<file path="config.mk">
export PLATFORM = sky130hd
export DESIGN_NAME = line_evt_counter
export DESIGN_NICKNAME = d
export VERILOG_FILES = /design/src/rtl/line_evt_pkg.sv /design/src/rtl/lec_core.sv /design/src/rtl/lec_hold.sv /design/src/rtl/line_evt_counter.sv
export SDC_FILE = /design/constraint.sdc
export NUM_CORES = 1
export LEC_CHECK = 0
export CORE_MARGIN = 4
export CORE_UTILIZATION = 40
export CTS_BUF_LIST = sky130_fd_sc_hd__clkbuf_8
export CTS_CLUSTER_DIAMETER = 120
export CTS_CLUSTER_SIZE = 10
export DETAILED_ROUTE_END_ITERATION = 12
export PLACE_DENSITY = 0.61
export SYNTH_ARGS = -nofsm -noshare
export SYNTH_HDL_FRONTEND = slang
export SYNTH_SLANG_ARGS = --single-unit
export TNS_END_PERCENT = 50
</file>
<file path="constraint.sdc">
create_clock -name clk -period 5.05 [get_ports clk]
set_clock_uncertainty 0.2 [all_clocks]
set_input_delay 1.01 -clock clk [delete_from_list [all_inputs] [get_ports clk]]
set_output_delay 1.01 -clock clk [all_outputs]
set_load 0.01 [all_outputs]
</file>
<file path="src/rtl/line_evt_pkg.sv">
package line_evt_pkg;

    typedef enum logic {
        SRC_LIVE = 1'b0,
        SRC_HELD = 1'b1
    } rd_src_e;

    typedef struct packed {
        logic    clr_cnt;
        logic    load_hold;
        logic    clr_hold;
        rd_src_e src;
    } evt_ctl_t;

    function automatic evt_ctl_t decode_ctl(input logic snap_mode,
                                            input logic tick,
                                            input logic rd);
        evt_ctl_t c;
        c.clr_cnt   = snap_mode ? tick : rd;
        c.load_hold = snap_mode & tick;
        c.clr_hold  = snap_mode & rd & ~tick;
        c.src       = snap_mode ? SRC_HELD : SRC_LIVE;
        return c;
    endfunction

endpackage

</file>
<file path="src/rtl/lec_core.sv">
module lec_core #(
    parameter int CW = 16
) (
    input  logic          clk,
    input  logic          rst,
    input  logic          evt_i,
    input  logic          clr_i,
    input  logic          wrap_en_i,
    input  logic          ack_i,
    output logic [CW-1:0] cnt_o,
    output logic          ovf_o
);
    localparam logic [CW-1:0] TOP = '1;

    logic [CW-1:0] cnt_q;
    logic          ovf_q;
    logic          at_top;
    logic          wrap;

    assign at_top = (cnt_q == TOP);
    assign wrap   = evt_i & ~clr_i & at_top & wrap_en_i;

    always_ff @(posedge clk) begin
        if (rst) begin
            cnt_q <= '0;
        end else if (clr_i) begin
            cnt_q <= CW'(evt_i);
        end else if (evt_i) begin
            if (!at_top)
                cnt_q <= cnt_q + 1'b1;
            else if (wrap_en_i)
                cnt_q <= '0;
        end
    end

    always_ff @(posedge clk) begin
        if (rst)
            ovf_q <= 1'b0;
        else if (wrap)
            ovf_q <= 1'b1;
        else if (ack_i)
            ovf_q <= 1'b0;
    end

    assign cnt_o = cnt_q;
    assign ovf_o = ovf_q;


    step_chk: assert property (@(posedge clk) disable iff (rst)
        (evt_i && !clr_i && cnt_o != TOP) |=> cnt_o == CW'($past(cnt_o) + 1'b1));

    wrap_chk: assert property (@(posedge clk) disable iff (rst)
        (evt_i && !clr_i && cnt_o == TOP && wrap_en_i) |=> (cnt_o == '0 && ovf_o));

    sat_chk: assert property (@(posedge clk) disable iff (rst)
        (evt_i && !clr_i && cnt_o == TOP && !wrap_en_i) |=> cnt_o == TOP);

    ovf_hold_chk: assert property (@(posedge clk) disable iff (rst)
        (ovf_o && !ack_i) |=> ovf_o);

    clr_chk: assert property (@(posedge clk) disable iff (rst)
        clr_i |=> cnt_o == CW'($past(evt_i)));
endmodule

</file>
<file path="src/rtl/lec_hold.sv">
module lec_hold #(
    parameter int CW = 16
) (
    input  logic          clk,
    input  logic          rst,
    input  logic          load_i,
    input  logic          clr_i,
    input  logic [CW-1:0] din_i,
    output logic [CW-1:0] hold_o
);
    logic [CW-1:0] hold_q;

    always_ff @(posedge clk) begin
        if (rst)
            hold_q <= '0;
        else if (load_i)
            hold_q <= din_i;
        else if (clr_i)
            hold_q <= '0;
    end

    assign hold_o = hold_q;


    load_chk: assert property (@(posedge clk) disable iff (rst)
        load_i |=> hold_o == $past(din_i));

    rd_clr_chk: assert property (@(posedge clk) disable iff (rst)
        (clr_i && !load_i) |=> hold_o == '0);
endmodule

</file>
<file path="src/rtl/line_evt_counter.sv">
module line_evt_counter
    import line_evt_pkg::*;
#(
    parameter int CNT_W        = 16,
    parameter bit ALWAYS_LATCH = 1'b0
) (
    input  logic             clk,
    input  logic             rst,
    input  logic             evt_i,
    input  logic             tick_i,
    input  logic             ovf_irq_en_i,
    input  logic             sec_latch_en_i,
    input  logic             rd_i,
    input  logic             ovf_ack_i,
    output logic [CNT_W-1:0] rd_data_o,
    output logic             ovf_o
);
    logic             snap_mode;
    evt_ctl_t         ctl;
    logic [CNT_W-1:0] live_cnt;
    logic [CNT_W-1:0] held_cnt;

    generate
        if (ALWAYS_LATCH) begin : g_forced
            assign snap_mode = 1'b1 | sec_latch_en_i;
        end else begin : g_cfg
            assign snap_mode = sec_latch_en_i;
        end
    endgenerate

    assign ctl = decode_ctl(snap_mode, tick_i, rd_i);

    lec_core #(.CW(CNT_W)) u_core (
        .clk       (clk),
        .rst       (rst),
        .evt_i     (evt_i),
        .clr_i     (ctl.clr_cnt),
        .wrap_en_i (ovf_irq_en_i),
        .ack_i     (ovf_ack_i),
        .cnt_o     (live_cnt),
        .ovf_o     (ovf_o)
    );

    lec_hold #(.CW(CNT_W)) u_hold (
        .clk    (clk),
        .rst    (rst),
        .load_i (ctl.load_hold),
        .clr_i  (ctl.clr_hold),
        .din_i  (live_cnt),
        .hold_o (held_cnt)
    );

    assign rd_data_o = (ctl.src == SRC_HELD) ? held_cnt : live_cnt;


    tick_idle_chk: assert property (@(posedge clk) disable iff (rst)
        (tick_i && !snap_mode && !rd_i && !evt_i) |=> $stable(live_cnt));

    forced_mode_chk: assert property (@(posedge clk) disable iff (rst)
        ALWAYS_LATCH |-> snap_mode);
endmodule

</file>
# After elaboration in Yosys (flattened, before gate mapping)
# Index checks and enable logic that the tools add are counted.
# Widths: inputs -> output; s select.
[classes] addsub=1 n_mul=0 div=0 order_cmp=0 n_eq_ne=3 shift=0 mux=11 bitwise_logic=8 n_reduce_logical=6
[ops] op="$mux 16" count=5
[ops] op="$add 16x1->16 const B" count=1
[ops] op="$eq 16x16->1 const B" count=1
[ops] op="$and 1x1->1" count=6
[ops] op="$mux 1" count=6
[ops] op="$reduce_bool 2->1" count=3
[ops] op="$reduce_and 2->1" count=2
[ops] op="$ne 3x2->1 const B" count=1
[ops] op="$ne 2x2->1 const B" count=1
[ops] op="$not 1->1" count=2
[ops] op="$reduce_or 2->1" count=1
[word_totals] reg_bits=33 latchBits=0 mem_bits_rw=0 romBits=0 in_bits=8 out_inout_bits=17 elab_cells=33 n_memories=0

# Logic depth before layout (Yosys ltp)
# Gate-level depths: netlist of run 1.
[depth] word_depth=6 depth_mapped=7

# Modules after synthesis
# From an unflattened synthesis of run 1, not the netlist that was laid out.
[unflattened] cells_unflattened=216 area_unflattened_um2=1975.6
[modules_own_cells] mod="lec_core" n_inst=1 cells_per_inst=123 area_per_inst_um2=987.2
[modules_own_cells] mod="lec_hold" n_inst=1 cells_per_inst=72 area_per_inst_um2=718.2
[modules_own_cells] mod="line_evt_counter" n_inst=1 cells_per_inst=21 area_per_inst_um2=270.3

# Least setup slack after synthesis of run 1
# Ideal clock, no wire load.
[synth_path] path_kind="input to output" from="in sec_latch_en_i" to="out rd_data_o[10]" t_arrival_ns=2.041 required_ns=3.840 slack_ns=1.799 path_stages=3 path_cell_list="buf_1 > buf_1 > mux2_2"
[synth_via] elab_chain_len=2
[synth_rtl] element="start, declared" line_no="line_evt_counter.sv:12" text="input logic sec_latch_en_i,"
[synth_rtl] element="$mux 1" line_no="line_evt_pkg.sv:22" text="c.src = snap_mode ? SRC_HELD : SRC_LIVE;"
[synth_rtl] element="$mux 16" line_no="line_evt_counter.sv:53" text="assign rd_data_o = (ctl.src == SRC_HELD) ? held_cnt : live_cnt;"
[synth_rtl] element="end, declared" line_no="line_evt_counter.sv:15" text="output logic [CNT_W-1:0] rd_data_o,"
# Every way passes these cells.

# Worst setup path after layout of run 1
[layout_path] from="in sec_latch_en_i" to="out rd_data_o[5]"
# The elaborated chain is that of the path after synthesis.

==> results of run 1 <==
==> final cells by class <==
| class | instances | area (um2) |
|---|---|---|
| tap | 50 | 62.6 |
| multi-input combinational | 144 | 908 |
| fill | 397 | 2020 |
| timing repair buffer | 26 | 255 |
| clock buffer | 6 | 82.6 |
| inverter | 3 | 11.3 |
| sequential | 33 | 661 |
| clock inverter | 1 | 3.75 |
==> per-stage QoR <==
| stage | total power, mW | setup WS (ps) | area [um2] | utilization (%) | std cells |
|---|---|---|---|---|---|
| finish | 0.490 | 880 | 1980 | 49.6 | 263 |
| global route | 0.508 | 791 | 1980 | 49.6 | 263 |
| CTS | 0.495 | 872 | 1980 | 49.6 | 263 |
| detailed placement | 0.300 | 870 | 1900 | 47.5 | 256 |
| global placement | 0.299 | 931 | 1900 | 47.5 | 256 |
| floorplan | 0.288 | 1800 | 1650 | - | 197 |
==> worst max-delay path by stage <==
| stage | depth (start not counted) | slack, ps | start | endpoint |
|---|---|---|---|---|
| global placement | 3 | 930 | sec_latch_en_i | rd_data_o[5] |
| CTS | 3 | 870 | sec_latch_en_i | rd_data_o[5] |
| detailed placement | 3 | 870 | sec_latch_en_i | rd_data_o[2] |
| finish | 3 | 880 | sec_latch_en_i | rd_data_o[5] |
| floorplan | 3 | 1800 | sec_latch_en_i | rd_data_o[10] |
| global route | 3 | 790 | sec_latch_en_i | rd_data_o[5] |
==> Yosys cell counts (all sizes together) <==
cell type and n:
and4 2, o311a 1, nand3 12, nor2 36
inv 3, mux2 14, or3 3, ha 1
a22o 1, nor4 2, and3 2, clkbuf 9
a21oi 7, nor3 1, xor2 4, and2 1
nand4 5, a22oi 18, xnor2 1, nand4b 1
mux2i 3, nand2b 2, o21ai 13, nor2b 1
buf 8, a31oi 2, nand3b 1, or4 2
dfxtp 33, nand2 8
==> critical path: cells and delay by family <==
kind | cells | cell delay (ps)
buf+inv | 2 | 1520
mux | 1 | 420
==> per-layer routing <==
layer  vias to the layer above  GRT usage, %  wire length (um)
met3                         7          4.43               230
met4                         0          6.89                68
li1                        731             -                 -
met2                        36          24.0              1780
met1                       674          20.1              1730
met5                         -             0                 0
==> power groups by stage <==
stage,registers [mW],clock network (mW),logic [mW]
global route,0.263,0.211,0.0344
CTS,0.263,0.201,0.0317
floorplan,0.268,0,0.0201
detailed placement,0.269,0,0.0317
global placement,0.269,0,0.0308
finish,0.263,0.195,0.0317
==> logic make-up (layout without fill, tap and decap cells) <==
logic type / Yosys count / in the layout
and+or+nand+nor: 79 / 79
AOI/OAI and AO/OA: 42 / 42
DFF: 33 / 33
buffers and inverters: 20 / 36
muxes: 17 / 17
xor gates and xnor gates: 5 / 5
adders and majority gates: 1 / 1
==> registers in the layout (all words and copies together), names as in the netlist <==
register,flops
u_core.cnt_o,16
u_hold.hold_o,16
u_core.ovf_o,1
==> flow_summary.ini, run 1 <==
[global_route]
grt-ovfl-total = 0
grt_pass1_vias = 1301
grt_pass1_wl_mm = 6.25
grt_usage_pct = 15.5
antenna_found_initial = 0
grt_max_degree = 22

[logic_synthesis]
syn_avg_cell_area_um2 = 8.38
synth-simple-area-share_pct = 24.1
synth_area_leaders = dfxtp_1 (40%), mux2_2 (9.6%), a22oi_1 (8.2%), nor2_1 (8.2%), nand3_1 (3.6%)
ys_seq_area_share_pct = 40.0
yosys.area.top_type = dfxtp_1
syn_inst = 197
synth_cell_types = 34
yosys.area_share.xor_xnor_pct = 2.65
syn_area_um2 = 1650
yosys_warnings = 0
synth_compound_gate_area_share_pct = 16.1
synthDominantCellAreaShare_pct = 40.0
ys_seq_elements = 33
synth_mux_area_share_pct = 11.4
synthAdderAreaFrac_pct = 0.758
synth_top_family_by_area = simple AND/OR/NAND/NOR gates
synth_fp_nets = 206

[clocking]
postCtsHoldBufs = 0
cts_tree = done
ctsLongestPathBuffers = 2
cts.clk_slew.worst_paths_ps = 60
root_buffer = clkbuf_8
postCtsSetupBuffers = 0
clock-sinks = 33
h-tree-depth = 2
cts_resized = 0
clock_latency_ps = 280
cts_buffers = 5

[sta]
slew_headroom_pct = 23.0
rsz0062_at_grt = false
slew_viol_final = 0
final.setup.tns_ps = 0
finalCritPeriodShare_pct = 82.6
min_period_ps = 4170
whs_ps = 286
setup_violations = 0
hold_violations = 0
tightestPinTransition_ps = 1150
timing.fmax_mhz = 240

[pwr]
power_frac_clock_pct = 39.9
p_per_area_nw_per_um2 = 247
p_int_mw = 0.380
p_sw_mw = 0.110
swShare_pct = 22.5
leakage_nw = 0.689
combPwrFrac_pct = 6.5
p_seq_share_pct = 53.7
irDropWorstVdd_v = 0.000106

[finish]
layout.nets = 222
num_antenna_cells = 0
drive_above_1_share_pct = 11.7
layout_commonest_cell = nor2_1
area_growth_pct = 20.2
mostFrequentLayoutCells = nor2_1 (36), dfxtp_1 (33), clkdlybuf4s50_1 (24)

[drt]
drtIter0Drc = 131
drc = 0
wire_per_inst_um = 14.5
routed_wl_mm = 3.81
via_per_inst = 5.51
first_pass_iters = 4
ant_nets = 0
num_vias = 1448

[outcome]
status = finished clean

[setup_path]
critPathMaxFanout = 21
endpoint_kind = output port
r2r_cells = 7
cpMostUsedCell = clkdlybuf4s50_1
crit_path_start_kind = input pin
reg2reg_from = u_core.cnt_o[0]
worstSetupPathType = in2out
worstPathRequired_ps = 3840
arrival_ps = 2960
slowest_stage = clkdlybuf4s50_1
r2r_end = u_core.cnt_o[5]
path_cells = clkdlybuf4s50_1 -> mux2_2 -> clkdlybuf4s50_1
reg2reg_slack_ps = 2570
max_stage_delay_ps = 1040

[placement]
globalplace.congestion = 0.861
portBuffers = 24
dpl.hpwl_mm = 2.72

[floorplanning]
dieArea_um2 = 5220
rows = 23
start_util_pct = 41.3
die_y_um = 72.2
die_x_um = 72.2
coreArea_um2 = 4000
pin_count = 25

[min_path]
whs_path_depth = 1
hp-class = reg2reg
min_to = u_core.ovf_o
min-delay-start = u_core.ovf_o

[flow_run]
maxCapViolCount = 0
Note: power is estimated with default switching activity, not from simulation.
==> run 2, diff against run 1 <==
PLACE_DENSITY = 0.63   (was 0.61)
clock period = 3.35 ns   (was 5.05 ns; I/O delays follow)
==> run 2 against run 1 <==
- hold slack got worse by 8.4 ps
- routed wire length increased by 3.1%
- register-to-register slack got worse by 1600 ps
- die area did not move
- highest routed layer unchanged
- critical path type unchanged
- combinational power rose by 66%
- total power rose by 59%
- critical path depth increased by 1
==> flow_summary.ini, run 2 (synthesized netlist as in run 1, its figures left out) <==
[placement]
dpl_worst_slack_ps = 299
placed_area_um2 = 1930
globalplace.congestion = 0.821
dpl.hpwl_mm = 2.74
place_inst = 259
portBuffers = 24

[sta]
slew_headroom_pct = 17.0
final.setup.tns_ps = 0
whs_ps = 278
finalCritPeriodShare_pct = 90.9
slew_viol_final = 0
hold_violations = 0
tightestPinTransition_ps = 1240
setup_violations = 0
timing.fmax_mhz = 328
fin_ws_ps = 305
min_period_ps = 3050
rsz0062_at_grt = false

[setup_path]
crit_path_start_kind = input pin
critPathMaxFanout = 21
worstPathRequired_ps = 2480
max_stage_delay_ps = 500
endpoint_kind = output port
cpMostUsedCell = clkdlybuf4s50_1
r2r_cells = 7
worstSetupPathType = in2out
slowest_stage = clkdlybuf4s50_1
arrival_ps = 2180
path_cells = clkdlybuf4s50_1 -> buf_12 -> mux2_2 -> clkdlybuf4s50_1

[drt]
via_per_inst = 5.46
drtIter0Drc = 88
wire_per_inst_um = 14.7
first_pass_iters = 4
num_vias = 1458
routed_wl_mm = 3.93
drc = 0
ant_nets = 0

[finish]
fill_cells = 392
final-instance-count-excl-fill = 267
regArea_um2 = 661
multi_input_area_um2 = 908
area_growth_pct = 23.3
final_area_um2 = 2030
utilization_pct = 50.9
mostFrequentLayoutCells = nor2_1 (36), dfxtp_1 (33), clkdlybuf4s50_1 (24)
layout.nets = 225
drive_above_1_share_pct = 13.8
layout_commonest_cell = nor2_1
num_antenna_cells = 0

[pwr]
p_per_area_nw_per_um2 = 383
irDropWorstVdd_v = 0.000129
power_mw = 0.778
leakage_nw = 0.714

[global_route]
grt-ovfl-total = 0
grt_pass1_vias = 1351
grt_pass1_wl_mm = 6.67
grt_max_degree = 22
grt_usage_pct = 16.6
busiest_layer = met2
grt_util_met2_pct = 23.4
grtUsageMet3_pct = 5.12
use_met1_pct = 22.7
antenna_found_initial = 0

[clocking]
root_buffer = clkbuf_8
clock-sinks = 33
cts_tree = done
h-tree-depth = 2
cts_resized = 0
ctsLongestPathBuffers = 2
cts.clk_slew.worst_paths_ps = 60
clock_latency_ps = 290
postCtsHoldBufs = 0
postCtsSetupBuffers = 0
cts_buffers = 5

[min_path]
whs_path_depth = 1
hp-class = reg2reg

[floorplanning]
dieArea_um2 = 5220
die_y_um = 72.2
pin_count = 25
rows = 23
die_x_um = 72.2
coreArea_um2 = 4000
start_util_pct = 41.3

[outcome]
status = finished clean

[flow_run]
maxCapViolCount = 0
[run 2: final cells by class]
| cell class | count | share of cell area (%) |
|---|---|---|
| clock inverter | 1 | 0.246 |
| tap | 50 | 3.08 |
| sequential | 33 | 32.5 |
| clock buffer | 7 | 4.74 |
| timing repair buffer | 29 | 14.3 |
| multi-input combinational | 144 | 44.6 |
| inverter | 3 | 0.554 |
[run 2: worst paths after layout]
kind                                       from               to  slack (ps)
worst max-delay path             sec_latch_en_i    rd_data_o[13]         300
worst min-delay path               u_core.ovf_o     u_core.ovf_o         280
worst max register to register  u_core.cnt_o[0]  u_core.cnt_o[0]        1010
worst min register to register     u_core.ovf_o     u_core.ovf_o         280
[run 2: where the power goes]
part	internal (mW)	total (mW)	switching (mW)
Combinational	0.0215	0.0527	0.0311
Sequential	0.394	0.396	0.00249
Clock	0.185	0.329	0.144
[run 2: critical path: cells and delay by family]
family	cells	cell delay, ps
buffers and inverters	3	1150
multiplexers	1	350
[run 2: metal layers]
layer	share of wire (%)	wire (um)	up-vias
met2	43	1710	34
li1	-	-	747
met3	5.5	215	9
met1	49	1920	668
met4	2.1	84	0
met5	0	0	-
==> run 3, diff against run 2 <==
CTS_CLUSTER_SIZE = not set   (was 10)
MAX_ROUTING_LAYER = met4   (was not set)
TNS_END_PERCENT = 30   (was 50)
==> results of run 3 <==
Final layout, timing and power as in run 2 (identical DEF).
Main changes from that run: final weighted congestion in routability-driven placement 0.821 -> 0.834; overall routing resource usage 16.6% -> 17.1%; violation count after the first detailed-route iteration 88 -> 91
